--- src/rtl/spi_seq_pkg.sv ---
package spi_seq_pkg;

    typedef enum logic [1:0] {
        SEL_CMD_MEM = 2'd0,
        SEL_SDO_MEM = 2'd1,
        SEL_CMD_CNT = 2'd2,
        SEL_SDO_CNT = 2'd3
    } wr_target_e;

    typedef struct packed {
        logic       cmd_mem;
        logic       sdo_mem;
        logic       cmd_cnt;
        logic       sdo_cnt;
    } wr_decode_t;

    function automatic wr_decode_t decode_write(input logic en, input logic [1:0] sel);
        wr_decode_t d;
        d.cmd_mem = en && (wr_target_e'(sel) == SEL_CMD_MEM);
        d.sdo_mem = en && (wr_target_e'(sel) == SEL_SDO_MEM);
        d.cmd_cnt = en && (wr_target_e'(sel) == SEL_CMD_CNT);
        d.sdo_cnt = en && (wr_target_e'(sel) == SEL_SDO_CNT);
        return d;
    endfunction

    function automatic logic [31:0] clamp_count(input logic [31:0] req, input logic [31:0] limit);
        return (req > limit) ? limit : req;
    endfunction

endpackage

--- src/rtl/seq_trig_front.sv ---
module seq_trig_front #(
    parameter bit ASYNC_TRIG = 1'b0
) (
    input  logic clk,
    input  logic rst,
    input  logic trig_in,
    output logic trig_pulse
);
    logic trig_level;
    logic trig_prev;

    generate
        if (ASYNC_TRIG) begin : g_sync
            logic meta_q;
            logic stable_q;
            always_ff @(posedge clk) begin
                if (rst) begin
                    meta_q   <= 1'b0;
                    stable_q <= 1'b0;
                end else begin
                    meta_q   <= trig_in;
                    stable_q <= meta_q;
                end
            end
            assign trig_level = stable_q;
        end else begin : g_direct
            assign trig_level = trig_in;
        end
    endgenerate

    always_ff @(posedge clk) begin
        if (rst) trig_prev <= 1'b0;
        else     trig_prev <= trig_level;
    end

    assign trig_pulse = trig_level && !trig_prev;
endmodule

--- src/rtl/seq_word_store.sv ---
module seq_word_store #(
    parameter int WIDTH = 16,
    parameter int DEPTH = 16,
    localparam int AW   = $clog2(DEPTH)
) (
    input  logic             clk,
    input  logic             wr_en,
    input  logic [AW-1:0]    wr_addr,
    input  logic [WIDTH-1:0] wr_data,
    input  logic [AW-1:0]    rd_addr,
    output logic [WIDTH-1:0] rd_data
);
    logic [WIDTH-1:0] mem [DEPTH];

    always_ff @(posedge clk) begin
        if (wr_en) mem[wr_addr] <= wr_data;
    end

    assign rd_data = mem[rd_addr];
endmodule

--- src/rtl/seq_list_walker.sv ---
module seq_list_walker #(
    parameter int DEPTH = 16,
    localparam int AW   = $clog2(DEPTH),
    localparam int CW   = $clog2(DEPTH + 1)
) (
    input  logic          clk,
    input  logic          rst,
    input  logic          start,
    input  logic [CW-1:0] count,
    input  logic          ready,
    output logic          active,
    output logic [AW-1:0] ptr
);
    logic          last;
    logic [CW-1:0] ptr_ext;

    assign ptr_ext = CW'(ptr);
    assign last    = (ptr_ext + CW'(1)) == count;

    always_ff @(posedge clk) begin
        if (rst) begin
            active <= 1'b0;
            ptr    <= '0;
        end else if (start) begin
            active <= (count != '0);
            ptr    <= '0;
        end else if (active && ready) begin
            if (last) active <= 1'b0;
            else      ptr    <= ptr + AW'(1);
        end
    end
endmodule

--- src/rtl/spi_replay_seq.sv ---
module spi_replay_seq
    import spi_seq_pkg::*;
#(
    parameter int CMD_W      = 16,
    parameter int DATA_W     = 8,
    parameter int DEPTH      = 16,
    parameter bit ASYNC_TRIG = 1'b0,
    localparam int AW        = $clog2(DEPTH),
    localparam int CW        = $clog2(DEPTH + 1)
) (
    input  logic              clk,
    input  logic              rst,
    input  logic              enable,
    input  logic              trig_in,
    input  logic              wr_en,
    input  logic [1:0]        wr_sel,
    input  logic [AW-1:0]     wr_addr,
    input  logic [CMD_W-1:0]  wr_data,
    output logic              cmd_valid,
    input  logic              cmd_ready,
    output logic [CMD_W-1:0]  cmd_data,
    output logic              sdo_valid,
    input  logic              sdo_ready,
    output logic [DATA_W-1:0] sdo_data,
    input  logic              sdi_in_valid,
    output logic              sdi_in_ready,
    input  logic [DATA_W-1:0] sdi_in_data,
    output logic              sdi_out_valid,
    input  logic              sdi_out_ready,
    output logic [DATA_W-1:0] sdi_out_data
);
    wr_decode_t    wdec;
    logic          trig_pulse;
    logic          running;
    logic          start;
    logic [CW-1:0] cmd_count;
    logic [CW-1:0] sdo_count;
    logic [AW-1:0] cmd_ptr;
    logic [AW-1:0] sdo_ptr;
    logic [CW-1:0] req_count;

    assign wdec      = decode_write(wr_en && !enable, wr_sel);
    assign req_count = CW'(clamp_count(32'(wr_data), 32'(DEPTH)));

    always_ff @(posedge clk) begin
        if (rst) begin
            cmd_count <= '0;
            sdo_count <= '0;
        end else begin
            if (wdec.cmd_cnt) cmd_count <= req_count;
            if (wdec.sdo_cnt) sdo_count <= req_count;
        end
    end

    seq_trig_front #(.ASYNC_TRIG(ASYNC_TRIG)) u_trig (
        .clk        (clk),
        .rst        (rst),
        .trig_in    (trig_in),
        .trig_pulse (trig_pulse)
    );

    assign running = cmd_valid || sdo_valid;
    assign start   = trig_pulse && enable && !running;

    seq_word_store #(.WIDTH(CMD_W), .DEPTH(DEPTH)) u_cmd_mem (
        .clk     (clk),
        .wr_en   (wdec.cmd_mem),
        .wr_addr (wr_addr),
        .wr_data (wr_data),
        .rd_addr (cmd_ptr),
        .rd_data (cmd_data)
    );

    seq_word_store #(.WIDTH(DATA_W), .DEPTH(DEPTH)) u_sdo_mem (
        .clk     (clk),
        .wr_en   (wdec.sdo_mem),
        .wr_addr (wr_addr),
        .wr_data (wr_data[DATA_W-1:0]),
        .rd_addr (sdo_ptr),
        .rd_data (sdo_data)
    );

    seq_list_walker #(.DEPTH(DEPTH)) u_cmd_walk (
        .clk    (clk),
        .rst    (rst),
        .start  (start),
        .count  (cmd_count),
        .ready  (cmd_ready),
        .active (cmd_valid),
        .ptr    (cmd_ptr)
    );

    seq_list_walker #(.DEPTH(DEPTH)) u_sdo_walk (
        .clk    (clk),
        .rst    (rst),
        .start  (start),
        .count  (sdo_count),
        .ready  (sdo_ready),
        .active (sdo_valid),
        .ptr    (sdo_ptr)
    );

    assign sdi_out_valid = sdi_in_valid;
    assign sdi_out_data  = sdi_in_data;
    assign sdi_in_ready  = sdi_out_ready;
endmodule

--- config.mk ---
export PLATFORM = sky130hd
export DESIGN_NAME = spi_replay_seq
export DESIGN_NICKNAME = d
export VERILOG_FILES = /design/src/rtl/spi_seq_pkg.sv /design/src/rtl/seq_trig_front.sv /design/src/rtl/seq_word_store.sv /design/src/rtl/seq_list_walker.sv /design/src/rtl/spi_replay_seq.sv
export SDC_FILE = /design/constraint.sdc
export NUM_CORES = 1
export LEC_CHECK = 0
export ABC_AREA = 1
export BUFFER_PORTS_ARGS = -buffer_cell sky130_fd_sc_hd__buf_2
export CAP_MARGIN = 20
export CORE_UTILIZATION = 61
export CTS_CLUSTER_SIZE = 12
export DETAILED_ROUTE_END_ITERATION = 6
export PLACE_DENSITY_LB_ADDON = 0.25
export RECOVER_POWER = 100
export SLEW_MARGIN = 40
export SYNTH_ARGS = -nofsm -noshare
export SYNTH_HDL_FRONTEND = slang
export SYNTH_SLANG_ARGS = --single-unit
export TNS_END_PERCENT = 10
--- constraint.sdc ---
create_clock -name clk -period 2.6 [get_ports clk]
set_clock_uncertainty 0.15 [all_clocks]
set_input_delay 0.65 -clock clk [delete_from_list [all_inputs] [get_ports clk]]
set_output_delay 0.65 -clock clk [all_outputs]
set_load 0.005 [all_outputs]
# [After elaboration in Yosys (flattened, before gate mapping)]
# Memory sizes are Yosys's and may differ from the RTL's. A register that Yosys moved wholly into a read port is not among the register bits.
# Index checks and enable logic that the tools add are counted.
[totals] mem_bits_ro=0 latchBits=0 ff_bits=21 ram_bits=384 wordCells=62 in_bits=39 n_memories=2 output_inout_bits=36
[op_classes] reduce_logical=26 n_addsub=4 div=0 order_cmp=1 n_eq_ne=5 n_mul=0 n_shift=0 bitwise=2 mux=15
[memory_table] memory="u_cmd_mem.mem" words=16 word_bits=16 read_ports=1 rd_clocked_by_memory_dff=1 write_ports=1 line_no="seq_word_store.sv:13" text="logic [WIDTH-1:0] mem [DEPTH];"
[memory_table] memory="u_sdo_mem.mem" words=16 word_bits=8 read_ports=1 rd_clocked_by_memory_dff=1 write_ports=1 line_no="seq_word_store.sv:13"
[ops] op="$gt 16x5->1 const B" count=1
[ops] op="$mux 4" count=4
[ops] op="$add 4x1->5 const B" count=2
[ops] op="$eq 5x5->1" count=2
[ops] op="$logic_and 1x1->1" count=10
[ops] op="$mux 1" count=10
[ops] op="$reduce_bool 5->1" count=2
[ops] op="$add 4x1->4 const B" count=2
[ops] op="$reduce_and 2->1" count=4
[ops] op="$reduce_bool 2->1" count=4
[ops] op="$mux 5" count=1
[ops] op="$eq 2x2->1 const B" count=2
[ops] op="$logic_not 1->1" count=3
[ops] op="$eq 2x1->1 const B" count=1
[ops] op="$logic_not 2->1" count=1
[ops] op="$not 1->1" count=2
[ops] op="$reduce_or 2->1" count=1
[ops] op="$logic_or 1x1->1" count=1

# [Logic depth before layout (Yosys ltp)]
# Gate-level depths: netlist of run 1.
[logic_depth] word_depth=6 depth_mapped=11 depth_no_buf=11

# [Modules after synthesis]
# From an unflattened synthesis of run 1, not the netlist that was laid out.
[hier_totals] hier_cells=1831 hier_area_um2=18098.6
[modules_own_cells] module="seq_word_store at u_cmd_mem" seq_area_each_um2=7687.4 cells_each=1058 n_inst=1 area_per_inst_um2=11060.6
[modules_own_cells] module="seq_word_store at u_sdo_mem" seq_area_each_um2=3843.7 cells_each=543 n_inst=1 area_per_inst_um2=5606.6
[modules_own_cells] module="seq_list_walker" seq_area_each_um2=100.1 cells_each=69 n_inst=2 area_per_inst_um2=402.9
[modules_own_cells] module="spi_replay_seq" seq_area_each_um2=200.2 cells_each=88 n_inst=1 area_per_inst_um2=594.3
[modules_own_cells] module="seq_trig_front" seq_area_each_um2=20.0 cells_each=4 n_inst=1 area_per_inst_um2=31.3

# [Worst setup path before layout of run 1]
# No wires, ideal clock.
[synth_path] path_type="in2reg" startpoint="input enable" endpoint="memory u_cmd_mem.mem[10][0], enable pin" required_time_ns=2.062 arrival_time_ns=1.944 setup_time_ns=0.388 path_buffers=1 stages=6 path_slack_ns=0.117 path_cell_list="inv_1 nand2_1 inv_1 nand3_1 clkbuf_1 nor2_1"
[synth_via] elab_chain_cells=5
[synth_rtl] element="start: declaration" line_no="spi_replay_seq.sv:13" text="input logic enable,"
[synth_rtl] element="$logic_not 1->1" line_no="spi_replay_seq.sv:42" text="assign wdec = decode_write(wr_en && !enable, wr_sel);"
[synth_rtl] element="$logic_and 1x1->1" line_no="spi_replay_seq.sv:42"
[synth_rtl] element="$logic_and 1x1->1" line_no="spi_seq_pkg.sv:19" text="d.cmd_mem = en && (wr_target_e'(sel) == SEL_CMD_MEM);"
[synth_rtl] element="$mux 1" line_no="seq_word_store.sv:16" text="if (wr_en) mem[wr_addr] <= wr_data;"
[synth_rtl] element="$mux 1 (not written as such)" line_no="seq_word_store.sv:16"
[synth_rtl] element="end: declaration" line_no="seq_word_store.sv:13"
# Every way passes these cells.

==> metrics.cfg, run 1 <==
[layout]
final_common_cell = edfxtp_1
antenna_cells = 0
nets = 1436
syn2layout_area_growth_pct = 14.4
drive_gt1_share_pct = 12.0
layout_common_cells = 384 x edfxtp_1, 230 x nor2_1, 141 x o21ai_0

[timing]
fmax_mhz = 359
hold_violations = 0
setup_viol = 24
drv_slew = 103
relSlewSlack_pct = -12.8
timing.hold.ws_ns = 0.185
rsz0062_at_grt = true
fin_ws_ns = -0.187
period_share_pct = 107
period_needed_ns = 2.79
max_slew.worst_pin.slew_ns = 1.69

[cts]
clk_pin_slew_worst_paths_ns = 0.06
clock_latency_ns = 0.52
cts_buffers = 41
clk_path_buf_depth = 3
htreeDepth = 2
root_buffer = clkbuf_16
cts_tree = built
cts_sinks = 413

[power_and_ir_drop]
p_per_area_nw_per_um2 = 687
leakage_nw = 6.26
ir_worst_vdd_mv = 0.644
power_w = 0.0130

[yosys]
syn_nets = 1339
avgSynthCellArea_um2 = 12.7
ys.warnings.count = 0
synth.cell_area_um2 = 16500
synth.ff_latch_count = 413
ys_types = 30
postSynthCellCount = 1298
ys_seq_area_share_pct = 73.3

[global_routing]
grt_pass1_wl_um = 60600
grt_usage_pct = 28.9
grt_overflow = 0
antenna_found_initial = 0
first_global_vias = 10664
grt_max_degree = 67

[critical_path]
r2r_setup_slack_ns = 0.51
start_kind = register
worstSetupEndpointType = output pin
crit_end = cmd_data[13]
cp_num_cells = 7
cp.buffers_inverters = 3
slowest_delay_ns = 0.46
cp_slowest_cell = dfxtp_4
cp.required_ns = 1.80
crit_arrival_ns = 1.99
critical-path-top-delay-family = compound AO/OA/AOI/OAI gates
crit_path_max_fanout = 18
criticalPathCategory = register to output pin
crit_chain = inv_8 -> buf_16 -> o21ai_1 -> o22ai_1 -> o211ai_1 -> nand2_1 -> buf_2
r2r_cells = 11
r2r_start = u_cmd_walk.ptr[0]

[routing]
routed_via_density = 6.39
drtIter0Drc = 1423
wl_per_cell_um = 23.4
ant_nets = 0
drc = 6
drt_pass1_iterations = 7
vias = 11205
wirelength_um = 41100

[floorplan]
core_um2 = 26400
die_w_um = 167
die-area_um2 = 27800
io_pins = 75
die_h_um = 167
initial_core_util_pct = 62.7
core.rowCount = 59

[job]
maxCapViolCount = 3

[placement]
place.gp.congestion = 0.842
io_buffers = 54
place_ws_ns = 0.218
dpl.hpwl_um = 22900

[status]
violations = design-rule violations, max-capacitance violations, max-slew violations, negative setup slack
status = complete, but fails checks

[hold_path]
hold_path.class = primary input to register

through the flow:
stage	TNS [ns]	utilization (%)	area [µm²]	cells
2_1_floorplan	0	-	16500	1298
3_3_place_gp	0	66.7	17600	1676
3_5_place_dp	0	66.7	17600	1676
4_1_cts	-2.82	71.8	18900	1747
5_1_grt	-4.38	71.7	18900	1754
6_report	-2.70	71.7	18900	1754
sequential cells by signal, summed over array words and instances (netlist names), named ones only:
name and count:
sdo_count 5, u_sdo_walk.ptr 4, cmd_count 5, u_trig.trig_prev 1, u_cmd_walk.active 1, u_cmd_walk.ptr 4, u_sdo_mem.mem 128, u_sdo_walk.active 1
u_cmd_mem.mem 256
area by class of cell:
type	count	area, µm²
sequential	413	12100
fill	1726	7450
multi-input combinational	751	3860
clock buffer	62	1170
timing repair buffer	143	1110
tap	335	419
inverter	45	189
clock inverter	5	23.8
routing by layer:
layer  vias to the layer above  track usage [%]  wire length [µm]
met5                         -                0                 0
met4                         0             10.7              1290
met3                       101             4.73              3890
met2                       676             47.0             19900
met1                      5402             39.8             16100
li1                       5026                -                 -
worst reg2reg max path, cell delays in order (launching register included):
cell	delay (ns)
dfxtp_1	0.46
ha_1	0.27
inv_1	0.06
nand2_1	0.08
nand2_1	0.07
nand2_1	0.06
nand3_1	0.06
nor2_1	0.12
nand2_1	0.14
nand2_1	0.17
nand2_1	0.09
a21oi_1	0.27
where the power goes:
part / leakage, nW / total [W] / switching (W) / internal, W
sequential: 3.69 / 0.00730 / 0.0000162 / 0.00729
clock: 0.575 / 0.00535 / 0.00228 / 0.00307
combinational: 1.99 / 0.000324 / 0.000242 / 0.0000819
cells by family after synthesis:
kind of cell             count (synthesis)  share of synthesized area, %
XOR/XNOR                                 2                         0.106
buffers and inverters                  134                          3.85
AO/OA/AOI/OAI                          352                          12.9
flip-flops                             413                          73.3
AND/OR/NAND/NOR                        395                          9.68
adder cells (fa/ha/maj)                  2                         0.151
synth_stat cells:
cell | count | area, µm²
nand2_1 | 88 | 330
o31ai_1 | 1 | 7.51
ha_1 | 2 | 25.0
o221ai_1 | 71 | 622
o211ai_1 | 27 | 203
inv_2 | 3 | 11.3
buf_4 | 21 | 158
clkbuf_2 | 2 | 10.0
nor2_1 | 238 | 893
o41ai_1 | 2 | 17.5
buf_2 | 12 | 60.1
nor3_1 | 1 | 5.00
inv_1 | 42 | 158
xnor2_1 | 2 | 17.5
or2_2 | 1 | 6.26
nor3_2 | 2 | 20.0
buf_6 | 5 | 56.3
buf_1 | 2 | 7.51
edfxtp_1 | 384 | 11500
a21oi_1 | 26 | 130
nand2_2 | 4 | 25.0
dfxtp_1 | 29 | 581
nand3_1 | 49 | 245
clkbuf_1 | 47 | 176
o21ai_1 | 21 | 105
nand4_1 | 9 | 56.3
nor2_2 | 2 | 12.5
nor4_1 | 1 | 6.26
o22ai_1 | 25 | 156
o21ai_0 | 179 | 896
worst min path at each step:
stage	startpoint	end	slack (ns)	cells after the start
2_1_floorplan	u_sdo_walk.active	u_sdo_walk.active	0.32	2
4_1_cts	trig_in	u_trig.trig_prev	0.18	3
6_report	trig_in	u_trig.trig_prev	0.19	3
5_1_grt	trig_in	u_trig.trig_prev	0.19	3
3_3_place_gp	u_sdo_walk.active	u_sdo_walk.active	0.33	2
3_5_place_dp	u_cmd_walk.active	u_cmd_walk.active	0.34	2
what timing repair did:
action,CTS,global route
hold buffers,0,0
buffers inserted,2,1
resized for setup,31,64
endpoints found under the hold margin,0,0
endpoints found under the setup margin,24,24
gates cloned,2,6
pin swaps,2,10
(Power assumes the default switching activity.)
==> inputs of run 2 (changes only) <==
- RECOVER_POWER: 100 -> 50
- SKIP_LAST_GASP: unset -> 1
==> run 2 against run 1 <==
- the flow still finishes with violations (design-rule violations, max-capacitance violations, max-slew violations, negative setup slack)
- clock power about the same
- routed wire length up 1.2%
- die area unchanged
- setup slack worse by 0.023 ns
- utilization up 0.80 points
- sequential cell count unchanged
- non-clock buffer count up 1
- first-iteration DRC count up 13%
- global-route usage down 0.12 points
- maximum frequency down 0.82%
- sequential share of layout area down 0.72 points
- largest cell class unchanged
==> metrics.cfg, run 2 (synthesis gave the netlist of run 1 again) <==
[placement]
place.gp.congestion = 0.842
place_ws_ns = 0.218
dpl.hpwl_um = 22900
io_buffers = 54

[cts]
clk_path_buf_depth = 3
clock_latency_ns = 0.53
root_buffer = clkbuf_16
cts_tree = built
ctsHoldBuffers = 0
cts_sinks = 413
clk_pin_slew_worst_paths_ns = 0.06
htreeDepth = 2
cts_buffers = 41

[routing]
ant_nets = 0
drc = 6
routed_via_density = 6.43
vias = 11279
drt_pass1_iterations = 7
top_layer = met4
wl_per_cell_um = 23.7
wirelength_um = 41600
drtIter0Drc = 1603
wl_met3_um = 4230
dr_wl_met2_um = 19900
wl_met1_um = 16200

[critical_path]
slowest_delay_ns = 0.47
crit_chain = inv_8 -> buf_16 -> o21ai_0 -> o221ai_1 -> o211ai_1 -> nand2_1 -> buf_2
worstSetupEndpointType = output pin
r2r_cells = 11
r2r_start = u_cmd_walk.ptr[0]
cp.buffers_inverters = 3
crit_arrival_ns = 2.01
critical-path-top-delay-family = flip-flops
cp_slowest_cell = dfxtp_4
r2r_setup_slack_ns = 0.59
cp.required_ns = 1.80
cp_num_cells = 7
criticalPathCategory = register to output pin
start_kind = register
crit_path_max_fanout = 18

[power_and_ir_drop]
leakage_nw = 6.39
p_per_area_nw_per_um2 = 679
ir_worst_vdd_mv = 0.637

[layout]
regMostFlops = u_cmd_mem.mem
syn2layout_area_growth_pct = 15.6
final_common_cell = edfxtp_1
nets = 1437
final_util_pct = 72.5
antenna_cells = 0
fill_cells = 1649
layout_common_cells = 384 x edfxtp_1, 221 x nor2_1, 165 x o21ai_0
top_regs = u_cmd_mem.mem x256, u_sdo_mem.mem x128
largest_reg_flops = 256
drive_gt1_share_pct = 14.5

[timing]
setup_viol = 24
timing.hold.ws_ns = 0.185
max_slew.worst_pin.slew_ns = 1.71
fmax_mhz = 356
drv_slew = 103
period_needed_ns = 2.81
fin_ws_ns = -0.210
period_share_pct = 108
relSlewSlack_pct = -14.0
setup_tns_ns = -3.26
rsz0062_at_grt = true
hold_violations = 0

[floorplan]
initial_core_util_pct = 62.7
die-area_um2 = 27800
core_um2 = 26400
die_w_um = 167
core.rowCount = 59
io_pins = 75
die_h_um = 167

[hold_path]
hold_path.class = primary input to register
hp-start = trig_in
min_to = u_trig.trig_prev
min_path_cells = 3

[global_routing]
grt_pass1_wl_um = 60300
grt_usage_pct = 28.8
antenna_found_initial = 0
grt_overflow = 0
grt_max_degree = 67
first_global_vias = 10648

[status]
violations = design-rule violations, max-capacitance violations, max-slew violations, negative setup slack
status = complete, but fails checks

[job]
maxCapViolCount = 3

## run 2: cell types whose count changed in the layout (fill, tap and decap cells not counted), sizes merged
| cell | before | now |
|---|---|---|
| clkbuf | 136 | 94 |
| buf | 69 | 111 |
| bufbuf | 0 | 1 |
## run 2: power by group
group	internal (W)	switching (W)
registers	0.00729	0.0000157
clock network	0.00307	0.00228
logic	0.0000799	0.000241
## run 2: through the flow
stage,total power (W),cells,area [µm²]
3_5_place_dp,0.00775,1676,17600
6_report,0.0130,1755,19100
4_1_cts,0.0130,1747,18900
2_1_floorplan,0.00758,1298,16500
3_3_place_gp,0.00774,1676,17600
5_1_grt,0.0133,1755,19100
## run 2: how the worst max path moves through the flow
stage | start | endpoint | slack (ns)
CTS | register | cmd_data[10] | -0.17
floorplan | enable | u_cmd_mem.mem[10][0] | 0.12
finish | register | cmd_data[5] | -0.21
global route | register | cmd_data[11] | -0.24
detailed placement | wr_data[0] | cmd_count[2] | 0.22
global placement | wr_data[0] | cmd_count[2] | 0.29
## run 2: metal layers
layer  vias to the layer above  track usage, %
li1                       5020               -
met3                        96            4.52
met5                         -               0
met2                       718            46.5
met1                      5445            40.1
met4                         0            10.5
## run 2: repair_timing
| action | CTS | global route |
|---|---|---|
| pin swaps | 2 | 7 |
| endpoints found under the setup margin | 24 | 24 |
| setup buffers | 2 | 1 |
| gates resized for setup | 20 | 34 |
| gates cloned | 2 | 7 |
| endpoints found under the hold margin | 0 | 0 |
## run 2: worst register-to-register path: stages, from the launching register on
cell,delay (ns)
dfxtp_1,0.46
ha_1,0.27
inv_1,0.06
nand2_1,0.08
nand2_1,0.07
nand2_1,0.06
nand3_1,0.07
nor2_2,0.12
nand2_2,0.11
nand2_2,0.11
nand2_1,0.07
a21oi_1,0.28
## run 2: layout make-up
cell class | count | area [µm²] | area share (%)
well taps | 335 | 419 | 2.19
clock buffers | 62 | 1170 | 6.11
repair buffers | 144 | 1320 | 6.91
clock inverters | 5 | 23.8 | 0.124
flip-flops and latches | 413 | 12100 | 63.5
inverters | 45 | 186 | 0.975
multi-input cells | 751 | 3870 | 20.2
==> inputs of run 3 (changes only) <==
- CORE_UTILIZATION: 61 -> 32
==> run 3 against run 2 <==
- the flow finishes with violations (max-capacitance violations, max-slew violations, negative setup slack)
- sequential cell count unchanged
- register-to-register slack improved by 0.13 ns
- power increased by 5.6%
- critical endpoint is now sdo_data[0]
- maximum frequency decreased by 2.9%
- sequential power about the same
- routed wire length increased by 10%
==> metrics.cfg, run 3 (synthesis gave the netlist of run 1 again) <==
[layout]
layout_common_cells = 384 x edfxtp_1, 217 x nor2_1, 157 x o21ai_0
final_util_pct = 39.6
syn2layout_area_growth_pct = 21.3
largest_reg_flops = 256
drive_gt1_share_pct = 16.2
regMostFlops = u_cmd_mem.mem
nets = 1452
final_area_um2 = 20100
final_cells = 2116
top_regs = u_cmd_mem.mem x256, u_sdo_mem.mem x128
final_common_cell = edfxtp_1
antenna_cells = 0

[floorplan]
die_w_um = 229
die_h_um = 229
initial_core_util_pct = 32.7
io_pins = 75
core.rowCount = 82
core_um2 = 50600
die-area_um2 = 52600

[critical_path]
cp_slowest_cell = dfxtp_4
crit_chain = inv_4 -> clkbuf_16 -> o21ai_0 -> o22ai_1 -> o211ai_1 -> nand2_1 -> buf_2
start_kind = register
slowest_delay_ns = 0.42
criticalPathCategory = register to output pin
cp.required_ns = 1.80
r2r_setup_slack_ns = 0.72
worstSetupEndpointType = output pin
crit_path_max_fanout = 24
r2r_cells = 11
crit_arrival_ns = 2.09
r2r_start = u_sdo_walk.ptr[0]

[cts]
htreeDepth = 2
root_buffer = clkbuf_16
cts_buffers = 45
clk_pin_slew_worst_paths_ns = 0.06
cts_tree = built
cts_sinks = 413
ctsHoldBuffers = 0
clk_path_buf_depth = 3
clock_latency_ns = 0.58

[timing]
drv_slew = 169
fin_ws_ns = -0.295
relSlewSlack_pct = -11.3
hold_violations = 0
setup_viol = 40
rsz0062_at_grt = true
fmax_mhz = 345
max_slew.worst_pin.slew_ns = 1.67
timing.hold.ws_ns = 0.135
period_needed_ns = 2.89
period_share_pct = 111

[placement]
dpl.hpwl_um = 25700
placed_cell_area_um2 = 18200
dpl.cell_count = 2018
io_buffers = 54
place.gp.congestion = 0.785

[status]
violations = max-capacitance violations, max-slew violations, negative setup slack
status = complete, but fails checks

[routing]
wirelength_um = 45800
routed_via_density = 5.12
drt_pass1_iterations = 5
vias = 10837
drtIter0Drc = 811
wl_per_cell_um = 21.7
ant_nets = 0
drc = 0

[power_and_ir_drop]
leakage_nw = 6.59
ir_worst_vdd_mv = 0.385
power_w = 0.0137
p_per_area_nw_per_um2 = 684

[global_routing]
grt.met2_usage_pct = 26.9
grt_max_degree = 51
antenna_found_initial = 1
first_global_vias = 10503
gr-usage-met3_pct = 3.14
use_met1_pct = 23.3
grt_overflow = 0
grt_usage_pct = 16.9
grt_pass1_wl_um = 66400
grt-busiest-layer = met2

[hold_path]
hold_path.class = primary input to register
hp-start = trig_in
min_to = u_trig.trig_prev
min_path_cells = 3

[job]
maxCapViolCount = 5

-- run 3: changes by cell type in the layout (fill, tap and decap cells not counted), sizes merged --
| cell | previous run | this run |
|---|---|---|
| clkinv | 4 | 16 |
| clkbuf | 94 | 100 |
| bufinv | 0 | 1 |
| buf | 111 | 116 |
-- run 3: layout make-up --
type	count	area (µm²)
Tap cell	672	841
Multi-Input combinational cell	751	3920
Inverter	45	186
Clock buffer	62	1240
Fill cell	4711	30500
Timing Repair Buffer	155	1600
Clock inverter	18	140
Sequential cell	413	12100
-- run 3: how the worst max path moves through the flow --
stage / to / cells past startpoint / from / slack [ns]
after floorplan: u_cmd_mem.mem[10][0] / 6 / enable / 0.12
after global placement: sdo_count[2] / 6 / wr_data[0] / 0.14
after detailed placement: u_sdo_mem.mem[8][7] / 7 / enable / 0.12
after CTS: cmd_data[11] / 7 / register / -0.33
after global routing: cmd_data[1] / 8 / register / -0.37
final: sdo_data[0] / 7 / register / -0.29
-- run 3: per-layer routing --
metal	share of wire [%]	wire, µm	up-vias
met5	0	0	-
met4	2.5	1160	0
met3	5.9	2730	65
met2	47	21300	315
li1	-	-	5084
met1	45	20600	5373
-- run 3: through the flow --
stage,worst slack [ns],setup TNS (ns)
2_1_floorplan,0.117,0
3_3_place_gp,0.142,0
3_5_place_dp,0.119,0
4_1_cts,-0.325,-7.09
5_1_grt,-0.372,-11.78
6_report,-0.295,-6.66
-- run 3: what timing repair did --
item,CTS,global route
gates cloned,6,6
gates resized for setup,19,51
buffers inserted,1,5
endpoints found under the setup margin,24,24
pin swaps,12,29
-- run 3: report_power, final --
part / switching, W / internal (W)
clock network: 0.00258 / 0.00345
logic: 0.000271 / 0.000105
registers: 0.0000158 / 0.00729
total: 0.00287 / 0.0108
-- run 3: worst max-delay path: cells and delay by family (launching register included) --
family	cells	cell delay (ns)
AOI/OAI and AO/OA	3	0.51
and+or+nand+nor	1	0.16
DFF	1	0.42
buffers and inverters	3	0.41
